[src/rtl/tmr_tick_pkg.sv]
package tmr_tick_pkg;

    localparam int unsigned TMR_COUNT  = 5;
    localparam int unsigned GRP_COUNT  = 2;
    localparam int unsigned GRP0_TMRS  = 2;
    localparam int unsigned PRE_WIDTH  = 8;
    localparam int unsigned CODE_WIDTH = 4;
    localparam int unsigned MAX_LOG2   = 4;
    localparam int unsigned LOG_WIDTH  = $clog2(MAX_LOG2 + 1);
    localparam int unsigned BUS_WIDTH  = 32;

    typedef enum logic {
        DEC_VAR_A = 1'b0,
        DEC_VAR_B = 1'b1
    } dec_variant_e;

    typedef struct packed {
        logic                 use_ext;
        logic [LOG_WIDTH-1:0] log2div;
    } src_cfg_t;

    function automatic int unsigned group_of(input int unsigned tmr, input int unsigned grp0_tmrs);
        return (tmr < grp0_tmrs) ? 0 : 1;
    endfunction

    function automatic src_cfg_t decode_code(input logic [CODE_WIDTH-1:0] code, input dec_variant_e var_sel);
        src_cfg_t res;
        res.use_ext = 1'b0;
        res.log2div = LOG_WIDTH'(MAX_LOG2);
        if (var_sel == DEC_VAR_A) begin
            if (int'(code) < 4) begin
                res.log2div = LOG_WIDTH'(code) + LOG_WIDTH'(1);
            end else if (int'(code) == 4) begin
                res.use_ext = 1'b1;
            end
        end else begin
            if (int'(code) <= 4) begin
                res.log2div = LOG_WIDTH'(code);
            end else begin
                res.use_ext = 1'b1;
            end
        end
        return res;
    endfunction

endpackage

[src/rtl/tmr_cfg_regs.sv]
module tmr_cfg_regs
    import tmr_tick_pkg::*;
#(
    parameter int unsigned DATA_W  = BUS_WIDTH,
    parameter int unsigned NUM_GRP = GRP_COUNT,
    parameter int unsigned NUM_TMR = TMR_COUNT,
    parameter int unsigned PRE_W   = PRE_WIDTH
) (
    input  logic                                 clk,
    input  logic                                 rst,
    input  logic                                 wr_en,
    input  logic                                 wr_sel,
    input  logic [DATA_W-1:0]                    wr_data,
    input  logic                                 rd_sel,
    output logic [DATA_W-1:0]                    rd_data,
    output logic [NUM_GRP-1:0][PRE_W-1:0]        pre_val,
    output logic [NUM_TMR-1:0][CODE_WIDTH-1:0]   sel_code,
    output logic                                 restart
);
    localparam int unsigned W0 = NUM_GRP * PRE_W;
    localparam int unsigned W1 = NUM_TMR * CODE_WIDTH;

    logic [W0-1:0] word0_q;
    logic [W1-1:0] word1_q;

    always_ff @(posedge clk) begin
        if (rst) begin
            word0_q <= '0;
            word1_q <= '0;
        end else if (wr_en) begin
            if (!wr_sel) begin
                word0_q <= wr_data[W0-1:0];
            end else begin
                word1_q <= wr_data[W1-1:0];
            end
        end
    end

    always_comb begin
        rd_data = '0;
        if (!rd_sel) begin
            rd_data[W0-1:0] = word0_q;
        end else begin
            rd_data[W1-1:0] = word1_q;
        end
    end

    assign pre_val  = word0_q;
    assign sel_code = word1_q;
    assign restart  = rst | wr_en;

endmodule

[src/rtl/tmr_prescaler.sv]
module tmr_prescaler #(
    parameter int unsigned PRE_W = 8
) (
    input  logic             clk,
    input  logic             restart,
    input  logic [PRE_W-1:0] pre_val,
    output logic             pre_en
);
    logic [PRE_W-1:0] cnt_q;

    assign pre_en = (cnt_q >= pre_val);

    always_ff @(posedge clk) begin
        if (restart || pre_en) begin
            cnt_q <= '0;
        end else begin
            cnt_q <= cnt_q + 1'b1;
        end
    end

endmodule

[src/rtl/tmr_ext_sync.sv]
module tmr_ext_sync (
    input  logic clk,
    input  logic rst,
    input  logic ext_in,
    output logic rise
);
    logic meta_q;
    logic sync_q;
    logic prev_q;

    always_ff @(posedge clk) begin
        if (rst) begin
            meta_q <= 1'b0;
            sync_q <= 1'b0;
            prev_q <= 1'b0;
        end else begin
            meta_q <= ext_in;
            sync_q <= meta_q;
            prev_q <= sync_q;
        end
    end

    assign rise = sync_q & ~prev_q;

endmodule

[src/rtl/tmr_chan_div.sv]
module tmr_chan_div
    import tmr_tick_pkg::*;
(
    input  logic                  clk,
    input  logic                  restart,
    input  dec_variant_e          var_sel,
    input  logic [CODE_WIDTH-1:0] code,
    input  logic                  pre_en,
    input  logic                  ext_rise,
    output logic                  tick,
    output logic                  is_ext
);
    src_cfg_t              src;
    logic [MAX_LOG2-1:0]   div_cnt_q;
    logic [MAX_LOG2-1:0]   mask;
    logic                  div_hit;
    logic                  tick_q;

    assign src     = decode_code(code, var_sel);
    assign mask    = ~({MAX_LOG2{1'b1}} << src.log2div);
    assign div_hit = pre_en && ((div_cnt_q & mask) == mask);
    assign is_ext  = src.use_ext;

    always_ff @(posedge clk) begin
        if (restart) begin
            div_cnt_q <= '0;
            tick_q    <= 1'b0;
        end else begin
            if (pre_en) begin
                div_cnt_q <= div_cnt_q + 1'b1;
            end
            tick_q <= src.use_ext ? ext_rise : div_hit;
        end
    end

    assign tick = tick_q;

endmodule

[src/rtl/tmr_tick_tree.sv]
module tmr_tick_tree
    import tmr_tick_pkg::*;
#(
    parameter int unsigned NUM_TMR   = TMR_COUNT,
    parameter int unsigned GRP0_SIZE = GRP0_TMRS,
    parameter int unsigned PRE_W     = PRE_WIDTH,
    parameter int unsigned DATA_W    = BUS_WIDTH
) (
    input  logic              clk,
    input  logic              rst,
    input  logic              variant_b,
    input  logic              cfg_wr_en,
    input  logic              cfg_wr_sel,
    input  logic [DATA_W-1:0] cfg_wr_data,
    input  logic              cfg_rd_sel,
    output logic [DATA_W-1:0] cfg_rd_data,
    input  logic [1:0]        ext_clk_in,
    output logic [NUM_TMR-1:0] tick_o
);
    localparam int unsigned NUM_GRP = GRP_COUNT;

    logic [NUM_GRP-1:0][PRE_W-1:0]      pre_val;
    logic [NUM_TMR-1:0][CODE_WIDTH-1:0] sel_code;
    logic                               restart;
    logic [NUM_GRP-1:0]                 pre_en;
    logic [NUM_GRP-1:0]                 ext_rise;
    logic [NUM_TMR-1:0]                 chan_ext;
    dec_variant_e                       var_sel;

    assign var_sel = dec_variant_e'(variant_b);

    tmr_cfg_regs #(
        .DATA_W  (DATA_W),
        .NUM_GRP (NUM_GRP),
        .NUM_TMR (NUM_TMR),
        .PRE_W   (PRE_W)
    ) cfg_i (
        .clk      (clk),
        .rst      (rst),
        .wr_en    (cfg_wr_en),
        .wr_sel   (cfg_wr_sel),
        .wr_data  (cfg_wr_data),
        .rd_sel   (cfg_rd_sel),
        .rd_data  (cfg_rd_data),
        .pre_val  (pre_val),
        .sel_code (sel_code),
        .restart  (restart)
    );

    for (genvar g = 0; g < NUM_GRP; g++) begin : g_grp
        tmr_prescaler #(.PRE_W(PRE_W)) pre_i (
            .clk     (clk),
            .restart (restart),
            .pre_val (pre_val[g]),
            .pre_en  (pre_en[g])
        );
        tmr_ext_sync sync_i (
            .clk    (clk),
            .rst    (rst),
            .ext_in (ext_clk_in[g]),
            .rise   (ext_rise[g])
        );
    end

    for (genvar t = 0; t < NUM_TMR; t++) begin : g_tmr
        localparam int unsigned GRP = group_of(t, GRP0_SIZE);
        tmr_chan_div chan_i (
            .clk      (clk),
            .restart  (restart),
            .var_sel  (var_sel),
            .code     (sel_code[t]),
            .pre_en   (pre_en[GRP]),
            .ext_rise (ext_rise[GRP]),
            .tick     (tick_o[t]),
            .is_ext   (chan_ext[t])
        );
    end

endmodule

[config.mk]
export PLATFORM = sky130hd
export DESIGN_NAME = tmr_tick_tree
export DESIGN_NICKNAME = d
export VERILOG_FILES = /design/src/rtl/tmr_tick_pkg.sv /design/src/rtl/tmr_cfg_regs.sv /design/src/rtl/tmr_prescaler.sv /design/src/rtl/tmr_ext_sync.sv /design/src/rtl/tmr_chan_div.sv /design/src/rtl/tmr_tick_tree.sv
export SDC_FILE = /design/constraint.sdc
export NUM_CORES = 1
export LEC_CHECK = 0
export BUFFER_PORTS_ARGS = -buffer_cell sky130_fd_sc_hd__buf_2
export CORE_MARGIN = 2
export CORE_UTILIZATION = 30
export DETAILED_ROUTE_END_ITERATION = 8
export GPL_TIMING_DRIVEN = 0
export PLACE_DENSITY_LB_ADDON = 0.1
export SLEW_MARGIN = 20
export SYNTH_ARGS = -nofsm -noshare
export SYNTH_HDL_FRONTEND = slang
export SYNTH_SLANG_ARGS = --single-unit
[constraint.sdc]
create_clock -name clk -period 4.3 [get_ports clk]
set_input_delay 0.86 -clock clk [delete_from_list [all_inputs] [get_ports clk]]
set_output_delay 0.86 -clock clk [all_outputs]
set_load 0.01 [all_outputs]
==> run summary <==
The completed layout was analyzed and its total power is 0.00187 W. Post-detailed-route wirelength per cell: 14.5 µm. TritonCTS built the clock tree. Dividing the final minimum period by the clock period gives 69.8%.

In this run the critical register-to-register path is launched from g_grp[1].pre_i.cnt_q[2]$_SDFF_PP0_. The run gives 2.17 nW as the standby leakage power. The tightest min-delay check is of the reg -> reg type.

Across the run, the number of max-cap violations was 0. Setup violations remaining at the end of the flow were counted as 0. The logs give 37.0% for the fraction of the yosys area taken by sequential cells and 0 for the count of unresolved DRC violations after routing.

The start-to-end type of the worst setup path is in -> out. The worst hold path terminates at g_grp[0].sync_i.sync_q$_SDFF_PP0_. The via count of the first global-routing pass is 3959, and the setup slack after layout is 1.30 ns. The effective utilization at floorplan came out at 30.8%. The tools report the startpoint of the most critical setup path as cfg_rd_sel. The worst hold path cell count works out to 1.

After global routing the overflow that remains totals 0. At the end of routability-driven placement, the weighted congestion stood at 0.828. The post-layout net count was 720. The number of synthesized register bits came out at 83. The run gives 77 as the top-level I/O count. Of all flip-flops after synthesis, the portion carrying an async set or reset was 0%. The number of port buffers works out to 49.

The category of the worst setup path capture point was an output pin. The post-layout minimum cycle time came out at 3.00 ns. At the worst endpoint, the required time is 3.44 ns. The floorplan step set the die width to 126 µm.

Yosys attributes the largest share of cell area to sky130_fd_sc_hd__dfxtp_1, sky130_fd_sc_hd__ha_1, sky130_fd_sc_hd__nand2_1. For the final max-slew violation count, the log shows 0. For the total number of H-tree levels, the log shows 3. The library cell occupying the most area in the post-synthesis netlist was sky130_fd_sc_hd__dfxtp_1. The tools report the root buffer cell as sky130_fd_sc_hd__clkbuf_16.

The areal power density over the cells came out at 352 mW/mm². The number of buffers on the longest clock path was 2; the post-cts hold buffer count was 0. The post-synthesis cell count came out at 576. TritonCTS created 9 clock buffers.

The die covers 0.0160 mm². The flow ran to the end, and the final reports show no timing, DRC or antenna violations. The main flop type after synthesis was sky130_fd_sc_hd__dfxtp_1. Internal reg-to-reg setup slack: 2.13 ns. The via count was 3950.

Highest fanout seen on the critical path: 10. Capture point of the worst reg-to-reg path: g_tmr[3].chan_i.div_cnt_q[1]$_SDFFE_PP0P_. The placeable core region was 0.0146 mm²; the slew at the pin closest to its max-slew limit was 0.814 ns.

The final layout contains routed wiring with a total length of 12100 µm. From synthesis to final layout, the design area changed by 18.1%. The worst setup path is launched from an input port. The worst min-delay path startpoint is g_grp[0].sync_i.meta_q$_SDFF_PP0_. After clock tree synthesis, the clock-pin slew on the worst setup and hold paths is 0.06 ns. Yosys instantiated no cell more often than sky130_fd_sc_hd__nand2_1. The count of nets left with antenna violations once routing finished came out at 0. The area fraction of the dominant cell type after synthesis is 37.0%. The tools report the data arrival time of the critical path as 2.14 ns.

The fraction of final layout cells sized beyond drive strength 1 came out at 15.0%. Number of antenna violations at the first check in global routing: 0. The synthesized netlist occupies a cell area of 0.00449 mm².

The final sum of negative setup slack is 0 ns, and the total number of yosys warnings is 0. Post-CTS repair changed the size of 0 cells. Averaged over all synthesized cells, the footprint is 7.80 µm². The total half-perimeter wirelength after legalization and detailed placement came out at 9420 µm.

The fill cell total of the finished layout is 1565. The logs give 45.5% for the relative slew slack and 0.34 ns for the clock latency of the later-clocked register in the worst-skew pair. The number of rows created at floorplan was 44.

The total number of clock tree sinks is 83, and the y dimension of the die is 126 µm. Setup repair after global routing left no endpoint under its margin. The first-pass iteration count of the detailed router came out at 4. The count of flip-flops with a built-in enable after synthesis is 0, and the length in cells of the worst reg-to-reg path is 8.

The run gives 14 as the pin count of the biggest net entering global routing. The count of distinct cell types in the synthesized netlist is 52, and the detailed-route vias per instance is 4.72. After clock tree synthesis, the setup repair step added 0 buffers. The tools report the final hold violation count as 0. For the initial detailed-routing violation count, the log shows 212. The total routing usage reported by global routing is 15.6%, and the minimum setup slack after placement is 1.29 ns.

Ranked by instance count, the synthesized netlist is headed by sky130_fd_sc_hd__nand2_1, sky130_fd_sc_hd__dfxtp_1, sky130_fd_sc_hd__a21oi_1. The number of antenna diodes in the final layout is 0. The global-route wire length before repair was 19700 µm; the worst clock skew was 0.00528 ns. The maximum clock frequency is 333 MHz, and the largest vdd supply drop is 0.000181 V.
## state kept, by name, indices dropped and copies added (netlist names)
name                    flops
cfg_i.sel_code             20
g_tmr.chan_i.div_cnt_q     20
cfg_i.pre_val              16
g_grp.pre_i.cnt_q          16
g_tmr.chan_i.tick           5
g_grp.sync_i.meta_q         2
g_grp.sync_i.prev_q         2
g_grp.sync_i.sync_q         2
## per-stage QoR
step                      util [%]  hold WS [ns]  cell area (µm²)  instances
after global routing          36.3         0.464             5300        836
final                         36.3         0.442             5300        836
after detailed placement      34.3         0.433             5010        820
after global placement        34.3         0.422             5010        820
after floorplan                  -         0.414             4530        587
after CTS                     36.3         0.446             5300        836
## final cells by class
cell class / instances / area, µm² / area share [%]
Sequential cell: 83 / 1660 / 31.3
Inverter: 37 / 139 / 2.62
Clock inverter: 6 / 55.1 / 1.04
Multi-Input combinational cell: 419 / 2450 / 46.3
Buffer: 48 / 278 / 5.24
Tap cell: 184 / 230 / 4.34
Clock buffer: 10 / 239 / 4.51
Timing Repair Buffer: 49 / 245 / 4.63
## worst max path at each step
| stage | end | slack (ns) | depth (start not counted) |
|---|---|---|---|
| floorplan | cfg_rd_data[2] | 1.92 | 4 |
| global placement | cfg_rd_data[4] | 1.25 | 5 |
| detailed placement | cfg_rd_data[4] | 1.29 | 5 |
| CTS | cfg_rd_data[4] | 1.28 | 5 |
| global route | cfg_rd_data[4] | 1.14 | 5 |
| finish | cfg_rd_data[4] | 1.30 | 5 |
## layer usage
layer	global-route usage (%)	vias up	share of wire, %
met2	25.5	82	46
met3	4.77	11	4.8
met1	20.0	1807	48
li1	-	2050	-
met5	0	-	0
met4	4.33	0	0.94
## where the power goes
| group | internal (W) | switching (W) |
|---|---|---|
| logic | 0.000106 | 0.000157 |
| registers | 0.000797 | 0.0000277 |
| clock network | 0.000461 | 0.000318 |
| total | 0.00136 | 0.000502 |
## worst max-delay path, cell delays in order
cell and delay, ns:
sky130_fd_sc_hd__clkbuf_1 0.36, sky130_fd_sc_hd__clkbuf_1 0.49, sky130_fd_sc_hd__nand2_1 0.09, sky130_fd_sc_hd__o21ai_0 0.14
sky130_fd_sc_hd__buf_2 0.19
## logic make-up (layout without fill, tap and decap cells)
logic type                 count (synthesis)  count (layout)  synth area share [%]
xor gates and xnor gates                  18              18                  3.51
and+or+nand+nor                          214             214                  22.1
DFF                                       83              83                  37.0
adders and majority gates                 33              33                  9.19
muxes                                      8               8                  1.87
buffers and inverters                     85             150                  9.28
other                                      1              12                0.0835
AOI/OAI and AO/OA                        134             134                  17.0
## cells in the final DEF (no fill, tap or decap), types with 7 or more instances in the layout
master	instances
sky130_fd_sc_hd__a21oi_1	58
sky130_fd_sc_hd__and3_1	7
sky130_fd_sc_hd__buf_2	52
sky130_fd_sc_hd__buf_4	19
sky130_fd_sc_hd__clkbuf_1	23
sky130_fd_sc_hd__clkbuf_16	9
sky130_fd_sc_hd__conb_1	12
sky130_fd_sc_hd__dfxtp_1	83
sky130_fd_sc_hd__ha_1	33
sky130_fd_sc_hd__inv_1	37
sky130_fd_sc_hd__nand2_1	97
sky130_fd_sc_hd__nand3_1	14
sky130_fd_sc_hd__nor2_1	39
sky130_fd_sc_hd__nor2b_1	12
sky130_fd_sc_hd__nor3_1	7
sky130_fd_sc_hd__o21ai_0	45
sky130_fd_sc_hd__or3_1	12
sky130_fd_sc_hd__xor2_1	14
Power figures use the tool's default switching activity.
